[src/rtl/dfetch_pkg.sv]
package dfetch_pkg;
  typedef enum logic {
    TAG_PIXEL  = 1'b0,
    TAG_CURSOR = 1'b1
  } word_tag_e;

  function automatic int unsigned ptr_bits(int unsigned depth);
    return (depth > 1) ? $clog2(depth) : 1;
  endfunction
endpackage

[src/rtl/dfetch_store.sv]
module dfetch_store #(
  parameter int unsigned WIDTH = 64,
  parameter int unsigned DEPTH = 64,
  localparam int unsigned PTR_W = dfetch_pkg::ptr_bits(DEPTH),
  localparam int unsigned ENT_W = WIDTH + 1
) (
  input  logic             clk_i,
  input  logic             rst_ni,
  input  logic             wr_ok_i,
  input  logic [PTR_W-1:0] wr_ptr_i,
  input  logic [ENT_W-1:0] wr_word_i,
  input  logic             rd_ok_i,
  input  logic [PTR_W-1:0] rd_ptr_i,
  output logic [ENT_W-1:0] rd_word_o
);
  logic [ENT_W-1:0] mem_q [DEPTH];
  logic [ENT_W-1:0] rd_q;

  always_ff @(posedge clk_i) begin
    if (wr_ok_i) mem_q[wr_ptr_i] <= wr_word_i;
  end

  // output register holds last valid word on a refused pop
  always_ff @(posedge clk_i or negedge rst_ni) begin
    if (!rst_ni)      rd_q <= '0;
    else if (rd_ok_i) rd_q <= mem_q[rd_ptr_i];
  end

  assign rd_word_o = rd_q;
endmodule

[src/rtl/dfetch_level.sv]
module dfetch_level #(
  parameter int unsigned DEPTH = 64,
  localparam int unsigned PTR_W = dfetch_pkg::ptr_bits(DEPTH),
  localparam int unsigned LVL_W = $clog2(DEPTH + 1)
) (
  input  logic             clk_i,
  input  logic             rst_ni,
  input  logic             wr_en_i,
  input  logic             rd_en_i,
  input  logic             clr_ufl_i,
  input  logic             clr_ofl_i,
  output logic             wr_ok_o,
  output logic             rd_ok_o,
  output logic [PTR_W-1:0] wr_ptr_o,
  output logic [PTR_W-1:0] rd_ptr_o,
  output logic [LVL_W-1:0] level_o,
  output logic             ufl_o,
  output logic             ofl_o
);
  localparam logic [PTR_W-1:0] PTR_LAST = PTR_W'(DEPTH - 1);
  localparam logic [LVL_W-1:0] LVL_FULL = LVL_W'(DEPTH);

  logic [PTR_W-1:0] wr_ptr_q, rd_ptr_q;
  logic [LVL_W-1:0] lvl_q;
  logic             ufl_q, ofl_q;
  logic             full, empty, wr_ok, rd_ok;

  assign full  = (lvl_q == LVL_FULL);
  assign empty = (lvl_q == '0);
  assign wr_ok = wr_en_i && !full;
  assign rd_ok = rd_en_i && !empty;

  function automatic logic [PTR_W-1:0] ptr_inc(logic [PTR_W-1:0] p);
    return (p == PTR_LAST) ? '0 : p + PTR_W'(1);
  endfunction

  always_ff @(posedge clk_i or negedge rst_ni) begin
    if (!rst_ni) begin
      wr_ptr_q <= '0;
      rd_ptr_q <= '0;
      lvl_q    <= '0;
      ufl_q    <= 1'b0;
      ofl_q    <= 1'b0;
    end else begin
      if (wr_ok) wr_ptr_q <= ptr_inc(wr_ptr_q);
      if (rd_ok) rd_ptr_q <= ptr_inc(rd_ptr_q);
      if (wr_ok && !rd_ok)      lvl_q <= lvl_q + LVL_W'(1);
      else if (rd_ok && !wr_ok) lvl_q <= lvl_q - LVL_W'(1);
      // set beats clear
      if (rd_en_i && empty)  ufl_q <= 1'b1;
      else if (clr_ufl_i)    ufl_q <= 1'b0;
      if (wr_en_i && full)   ofl_q <= 1'b1;
      else if (clr_ofl_i)    ofl_q <= 1'b0;
    end
  end

  assign wr_ok_o  = wr_ok;
  assign rd_ok_o  = rd_ok;
  assign wr_ptr_o = wr_ptr_q;
  assign rd_ptr_o = rd_ptr_q;
  assign level_o  = lvl_q;
  assign ufl_o    = ufl_q;
  assign ofl_o    = ofl_q;
endmodule

[src/rtl/dfetch_req.sv]
module dfetch_req #(
  parameter int unsigned DEPTH = 64,
  localparam int unsigned TH_W  = dfetch_pkg::ptr_bits(DEPTH),
  localparam int unsigned LVL_W = $clog2(DEPTH + 1)
) (
  input  logic [LVL_W-1:0] level_i,
  input  logic [TH_W-1:0]  thresh_i,
  output logic             req_o,
  output logic             urgent_o
);
  logic below, has_room;

  assign below    = level_i < LVL_W'(thresh_i);
  assign has_room = level_i < LVL_W'(DEPTH);
  assign urgent_o = below;
  assign req_o    = !below && has_room;
endmodule

[src/rtl/dfetch_queue.sv]
module dfetch_queue #(
  parameter int unsigned WIDTH = 64,
  parameter int unsigned DEPTH = 64,
  localparam int unsigned PTR_W = dfetch_pkg::ptr_bits(DEPTH),
  localparam int unsigned LVL_W = $clog2(DEPTH + 1)
) (
  input  logic             clk_i,
  input  logic             rst_ni,
  input  logic             wr_en_i,
  input  logic [WIDTH-1:0] wr_data_i,
  input  logic             wr_cursor_i,
  input  logic             rd_en_i,
  output logic [WIDTH-1:0] rd_data_o,
  output logic             rd_cursor_o,
  input  logic [PTR_W-1:0] thresh_i,
  output logic [LVL_W-1:0] level_o,
  output logic             req_o,
  output logic             urgent_o,
  output logic             underflow_o,
  output logic             overflow_o,
  input  logic             clr_underflow_i,
  input  logic             clr_overflow_i
);
  import dfetch_pkg::*;

  logic             wr_ok, rd_ok;
  logic [PTR_W-1:0] wr_ptr, rd_ptr;
  logic [LVL_W-1:0] level;
  logic [WIDTH:0]   rd_word;
  word_tag_e        wr_tag;

  assign wr_tag = wr_cursor_i ? TAG_CURSOR : TAG_PIXEL;

  dfetch_level #(.DEPTH(DEPTH)) u_level (
    .clk_i     (clk_i),
    .rst_ni    (rst_ni),
    .wr_en_i   (wr_en_i),
    .rd_en_i   (rd_en_i),
    .clr_ufl_i (clr_underflow_i),
    .clr_ofl_i (clr_overflow_i),
    .wr_ok_o   (wr_ok),
    .rd_ok_o   (rd_ok),
    .wr_ptr_o  (wr_ptr),
    .rd_ptr_o  (rd_ptr),
    .level_o   (level),
    .ufl_o     (underflow_o),
    .ofl_o     (overflow_o)
  );

  dfetch_store #(.WIDTH(WIDTH), .DEPTH(DEPTH)) u_store (
    .clk_i     (clk_i),
    .rst_ni    (rst_ni),
    .wr_ok_i   (wr_ok),
    .wr_ptr_i  (wr_ptr),
    .wr_word_i ({wr_tag, wr_data_i}),
    .rd_ok_i   (rd_ok),
    .rd_ptr_i  (rd_ptr),
    .rd_word_o (rd_word)
  );

  dfetch_req #(.DEPTH(DEPTH)) u_req (
    .level_i  (level),
    .thresh_i (thresh_i),
    .req_o    (req_o),
    .urgent_o (urgent_o)
  );

  assign level_o     = level;
  assign rd_data_o   = rd_word[WIDTH-1:0];
  assign rd_cursor_o = rd_word[WIDTH];
endmodule

[config.mk]
export PLATFORM = sky130hd
export DESIGN_NAME = dfetch_queue
export DESIGN_NICKNAME = d
export VERILOG_FILES = /design/src/rtl/dfetch_pkg.sv /design/src/rtl/dfetch_store.sv /design/src/rtl/dfetch_level.sv /design/src/rtl/dfetch_req.sv /design/src/rtl/dfetch_queue.sv
export SDC_FILE = /design/constraint.sdc
export NUM_CORES = 2
export LEC_CHECK = 0
export BUFFER_PORTS_ARGS = -buffer_cell sky130_fd_sc_hd__buf_2
export CELL_PAD_IN_SITES_DETAIL_PLACEMENT = 1
export CELL_PAD_IN_SITES_GLOBAL_PLACEMENT = 1
export CORE_MARGIN = 1
export CORE_UTILIZATION = 45
export DETAILED_ROUTE_END_ITERATION = 10
export PLACE_DENSITY = 0.65
export SLEW_MARGIN = 20
export SYNTH_ARGS = -nofsm -noshare
export SYNTH_HDL_FRONTEND = slang
export SYNTH_HIERARCHICAL = 1
export SYNTH_MEMORY_MAX_BITS = 65536
export SYNTH_SLANG_ARGS = --single-unit
[constraint.sdc]
create_clock -name clk_i -period 6.49 [get_ports clk_i]
set_clock_uncertainty 0.1 [all_clocks]
set_input_delay 0.649 -clock clk_i [delete_from_list [all_inputs] [get_ports clk_i]]
set_output_delay 0.649 -clock clk_i [all_outputs]
set_load 0.02 [all_outputs]
==> metrics.txt <==
# TYPE chip_impl_metric gauge
chip_impl_info{name="outcome",value="finished, final reports clean"} 1
chip_impl_metric{name="ioPinCount",unit=""} 153
chip_impl_metric{name="slew_headroom",unit="%"} 19.4
chip_impl_info{name="synthFlopType",value="sky130_fd_sc_hd__edfxtp_1"} 1
chip_impl_metric{name="vias_in_the_first_global_route",unit=""} 85500
chip_impl_info{name="cts_tree",value="built"} 1
chip_impl_info{name="hold_path_startpoint",value="wr_data_i[25]"} 1
chip_impl_metric{name="overflow",unit=""} 0
chip_impl_metric{name="first_pass_iters",unit=""} 6
chip_impl_info{name="post-synth-top-count-cell",value="sky130_fd_sc_hd__edfxtp_1"} 1
chip_impl_metric{name="num-nets-final",unit=""} 8179
chip_impl_metric{name="layout_cell_share_with_drive_strength_beyond_1",unit="%"} 22.1
chip_impl_info{name="synth_top_area_cell",value="sky130_fd_sc_hd__edfxtp_1"} 1
chip_impl_metric{name="ys_ff_latch",unit=""} 4246
chip_impl_metric{name="setup_ws",unit="ns"} 1.96
chip_impl_metric{name="slew_viol_final",unit=""} 0
chip_impl_metric{name="setup_total_negative_slack",unit="ns"} 0
chip_impl_metric{name="ir_drop",unit="V"} 0.000316
chip_impl_metric{name="post_dp_cell_area",unit="sq um"} 170000
chip_impl_metric{name="whs_path_depth",unit=""} 1
chip_impl_metric{name="wire_length_of_the_first_global_routing_pass",unit="microns"} 672000
chip_impl_info{name="timing.critical_path.to_type",value="flop"} 1
chip_impl_metric{name="min_period",unit="ns"} 4.53
chip_impl_metric{name="timing.final.setup_violations",unit=""} 0
chip_impl_metric{name="worst_ep_required_time",unit="ns"} 6.96
chip_impl_metric{name="cts_buffer_depth",unit=""} 4
chip_impl_metric{name="leak_pwr",unit="nW"} 59.1
chip_impl_metric{name="cellPowerDensity",unit="nW/um^2"} 405
chip_impl_metric{name="place_ws",unit="ns"} 2.06
chip_impl_metric{name="groute.usage.overall",unit="%"} 26.4
chip_impl_metric{name="synth_sequential_area_ratio",unit="%"} 78.6
chip_impl_metric{name="worst-endpoint-arrival",unit="ns"} 5.00
chip_impl_metric{name="drt.antenna.violating_nets",unit=""} 0
chip_impl_info{name="synth_common_cells",value="4160 x sky130_fd_sc_hd__edfxtp_1, 716 x sky130_fd_sc_hd__mux2i_1, 650 x sky130_fd_sc_hd__mux4_2, 260 x sky130_fd_sc_hd__a22oi_1, 202 x sky130_fd_sc_hd__nor2_1"} 1
chip_impl_info{name="grt_setup_unrepaired",value="no"} 1
chip_impl_metric{name="area.growth.synth_to_final",unit="%"} 13.7
chip_impl_metric{name="ctsHoldBuffers",unit=""} 5
chip_impl_metric{name="design.core.area",unit="sq um"} 356000
chip_impl_metric{name="antenna_found_initial",unit=""} 36
chip_impl_metric{name="mean_post_synth_cell_area",unit="sq um"} 21.1
chip_impl_info{name="regToRegEndpoint",value="u_store/mem_q[19][26]"} 1
chip_impl_info{name="setup.worst_path.class",value="reg2reg"} 1
chip_impl_metric{name="drt_iter0_drc",unit=""} 10500
chip_impl_info{name="setup.worst_path.start_class",value="flop"} 1
chip_impl_metric{name="cts_buffers",unit=""} 435
chip_impl_metric{name="synth-warning-count",unit=""} 6
chip_impl_metric{name="placement.io_buffers",unit=""} 152
chip_impl_metric{name="start_util",unit="%"} 45.3
chip_impl_info{name="cts_root_buf",value="sky130_fd_sc_hd__clkbuf_16"} 1
chip_impl_metric{name="synthCells",unit=""} 7651
chip_impl_metric{name="reg2regPathDepth",unit=""} 5
chip_impl_info{name="reg2reg_from",value="u_level/level_o[0]"} 1
chip_impl_info{name="crit_slowest_cell",value="sky130_fd_sc_hd__nor2_4"} 1
chip_impl_metric{name="power",unit="mW"} 74.3
chip_impl_metric{name="async_flop_share",unit="%"} 2.03
chip_impl_metric{name="finalInstanceArea",unit="sq um"} 184000
chip_impl_metric{name="cts_setup_buffers",unit=""} 0
chip_impl_metric{name="detailroute.via_count",unit=""} 83200
chip_impl_metric{name="worstMarginPinSlew",unit="ns"} 1.21
chip_impl_metric{name="design.die.area",unit="sq um"} 361000
chip_impl_metric{name="detail_route.wl_per_cell",unit="microns"} 36.6
chip_impl_metric{name="viasPerCell",unit=""} 6.29
chip_impl_metric{name="maxClockFrequency",unit="GHz"} 0.221
chip_impl_metric{name="drt_wl_total",unit="microns"} 484000
chip_impl_metric{name="chipWidth",unit="microns"} 601
chip_impl_metric{name="post_synth_instance_area",unit="sq um"} 162000
chip_impl_info{name="worstHoldPathType",value="in2reg"} 1
chip_impl_metric{name="row_count",unit=""} 219
chip_impl_metric{name="die-height",unit="microns"} 601
chip_impl_metric{name="syn_nets",unit=""} 7743
chip_impl_metric{name="synth_top_area_share",unit="%"} 77.3
chip_impl_metric{name="clock_insertion_delay_worst_skew",unit="ns"} 0.99
chip_impl_metric{name="place_congestion",unit=""} 0.816
chip_impl_info{name="critical_path.cell_chain",value="nor2_1 > a31oi_2 > nand3_1 > nor2_4 > buf_12"} 1
chip_impl_metric{name="critical_path_peak_fanout",unit=""} 44
chip_impl_metric{name="count_of_flip_flops_with_a_built_in_enable_after_synthesis",unit=""} 4160
chip_impl_metric{name="drv_cap",unit=""} 0
chip_impl_metric{name="timing.final.crit_share",unit="%"} 69.8
chip_impl_metric{name="synth.distinct_cells",unit=""} 60
chip_impl_metric{name="report.final.hold_viol_count",unit=""} 0
chip_impl_metric{name="post-dp-hpwl",unit="microns"} 273000
chip_impl_metric{name="drcViolationCount",unit=""} 0
chip_impl_metric{name="reg2reg_slack",unit="ns"} 1.96
chip_impl_info{name="ys_top_cells_by_area",value="sky130_fd_sc_hd__edfxtp_1 77%, sky130_fd_sc_hd__mux4_2 9.1%, sky130_fd_sc_hd__mux2i_1 4.4%"} 1
chip_impl_metric{name="pin_count_of_the_biggest_net_entering_global_routing",unit=""} 103
chip_impl_info{name="hold_path_end",value="u_store/mem_q[28][25]"} 1
chip_impl_metric{name="h-tree-depth",unit=""} 5
chip_impl_metric{name="critPathMaxStageDelay",unit="ns"} 1.10
chip_impl_metric{name="ctsResizeCount",unit=""} 0
chip_impl_metric{name="tritoncts_num_sinks",unit=""} 4246
chip_impl_metric{name="clkTransAtPathRegs",unit="ns"} 0.06
-- power by group --
group          total, mW  leakage [nW]  internal [mW]  switching [mW]
Sequential          32.3          38.5           31.3            1.01
Combinational       17.8          13.9           6.59            11.2
Clock               24.3          6.69           13.7            10.6
Total               74.3          59.1           51.6            22.8
-- routing by layer --
metal | share of wire [%] | track usage [%]
met2 | 49 | 43.4
met1 | 40 | 36.2
met5 | 0.0070 | 0
met3 | 8.2 | 4.12
met4 | 3.7 | 8.77
-- logic make-up after synthesis --
logic type / after synthesis / share of synthesized area [%]
and+or+nand+nor: 485 / 1.60
AOI/OAI and AO/OA: 1011 / 4.27
muxes: 1433 / 14.0
xor gates and xnor gates: 7 / 0.0379
adders and majority gates: 15 / 0.121
DFF: 4246 / 78.6
buffers and inverters: 454 / 1.36
-- layout by cell type, fill, tap and decap left out, types with 14 or more instances in the layout --
master and count:
sky130_fd_sc_hd__edfxtp_1 4160, sky130_fd_sc_hd__mux2i_1 716, sky130_fd_sc_hd__mux4_2 650, sky130_fd_sc_hd__clkbuf_16 442, sky130_fd_sc_hd__a22oi_1 260, sky130_fd_sc_hd__buf_4 243, sky130_fd_sc_hd__o22ai_1 194, sky130_fd_sc_hd__nor2_1 139
sky130_fd_sc_hd__o21ai_0 138, sky130_fd_sc_hd__a21oi_1 137, sky130_fd_sc_hd__clkbuf_1 135, sky130_fd_sc_hd__a221oi_1 130, sky130_fd_sc_hd__buf_2 123, sky130_fd_sc_hd__dfrtp_1 83, sky130_fd_sc_hd__clkinv_2 73, sky130_fd_sc_hd__clkinv_1 69
sky130_fd_sc_hd__mux2_2 67, sky130_fd_sc_hd__or3_1 67, sky130_fd_sc_hd__buf_12 66, sky130_fd_sc_hd__or4_1 65, sky130_fd_sc_hd__a31oi_1 65, sky130_fd_sc_hd__nor2_4 63, sky130_fd_sc_hd__nor2b_1 58, sky130_fd_sc_hd__a211oi_1 40
sky130_fd_sc_hd__clkbuf_8 29, sky130_fd_sc_hd__a211oi_2 27, sky130_fd_sc_hd__nand2_1 25, sky130_fd_sc_hd__diode_2 20, sky130_fd_sc_hd__bufinv_16 20, sky130_fd_sc_hd__ha_1 14
-- cell type report --
type	instances	area, sq um
multi-input cells	2951	32900
flip-flops and latches	4246	127000
fillers	31200	173000
clock inverters	196	1780
well taps	4751	5940
diodes	20	50.0
inverters	12	47.5
clock buffers	606	12000
repair buffers	441	3850
-- critical path: cells and delay by family (launching register included) --
family | cells | cell delay, ns
AOI/OAI and AO/OA | 1 | 0.67
DFF | 1 | 0.53
buffers and inverters | 1 | 0.43
and+or+nand+nor | 3 | 2.27
-- state kept, by name, indices dropped and copies added (netlist names) --
name	count
u_level/level_o	7
u_level/ofl_o	1
u_level/rd_ptr_o	6
u_level/ufl_o	1
u_level/wr_ptr_o	6
u_store/mem_q	4160
u_store/rd_word_o	65
-- per-stage QoR --
step	cells	hold WS (ns)	utilization [%]
after floorplan	7651	0.253	-
after global placement	12400	0.415	47.6
after detailed placement	12400	0.425	47.6
after CTS	13200	0.0551	51.5
after global routing	13200	0.106	51.5
final	13200	0.0923	51.5
-- worst max path at each step --
stage                             start                     to  slack (ns)  depth (start not counted)
finish               u_level/level_o[0]  u_store/mem_q[19][26]        1.96                          5
global route         u_level/level_o[0]  u_store/mem_q[19][26]        1.94                          5
CTS                 u_level/rd_ptr_o[4]  u_store/rd_word_o[51]        2.07                          6
detailed placement  u_level/rd_ptr_o[4]  u_store/rd_word_o[51]        2.06                          6
global placement    u_level/rd_ptr_o[4]  u_store/rd_word_o[51]        2.05                          6
floorplan            u_level/level_o[0]   u_store/mem_q[54][0]        1.43                          5
Note: power is estimated with default switching activity, not from simulation.
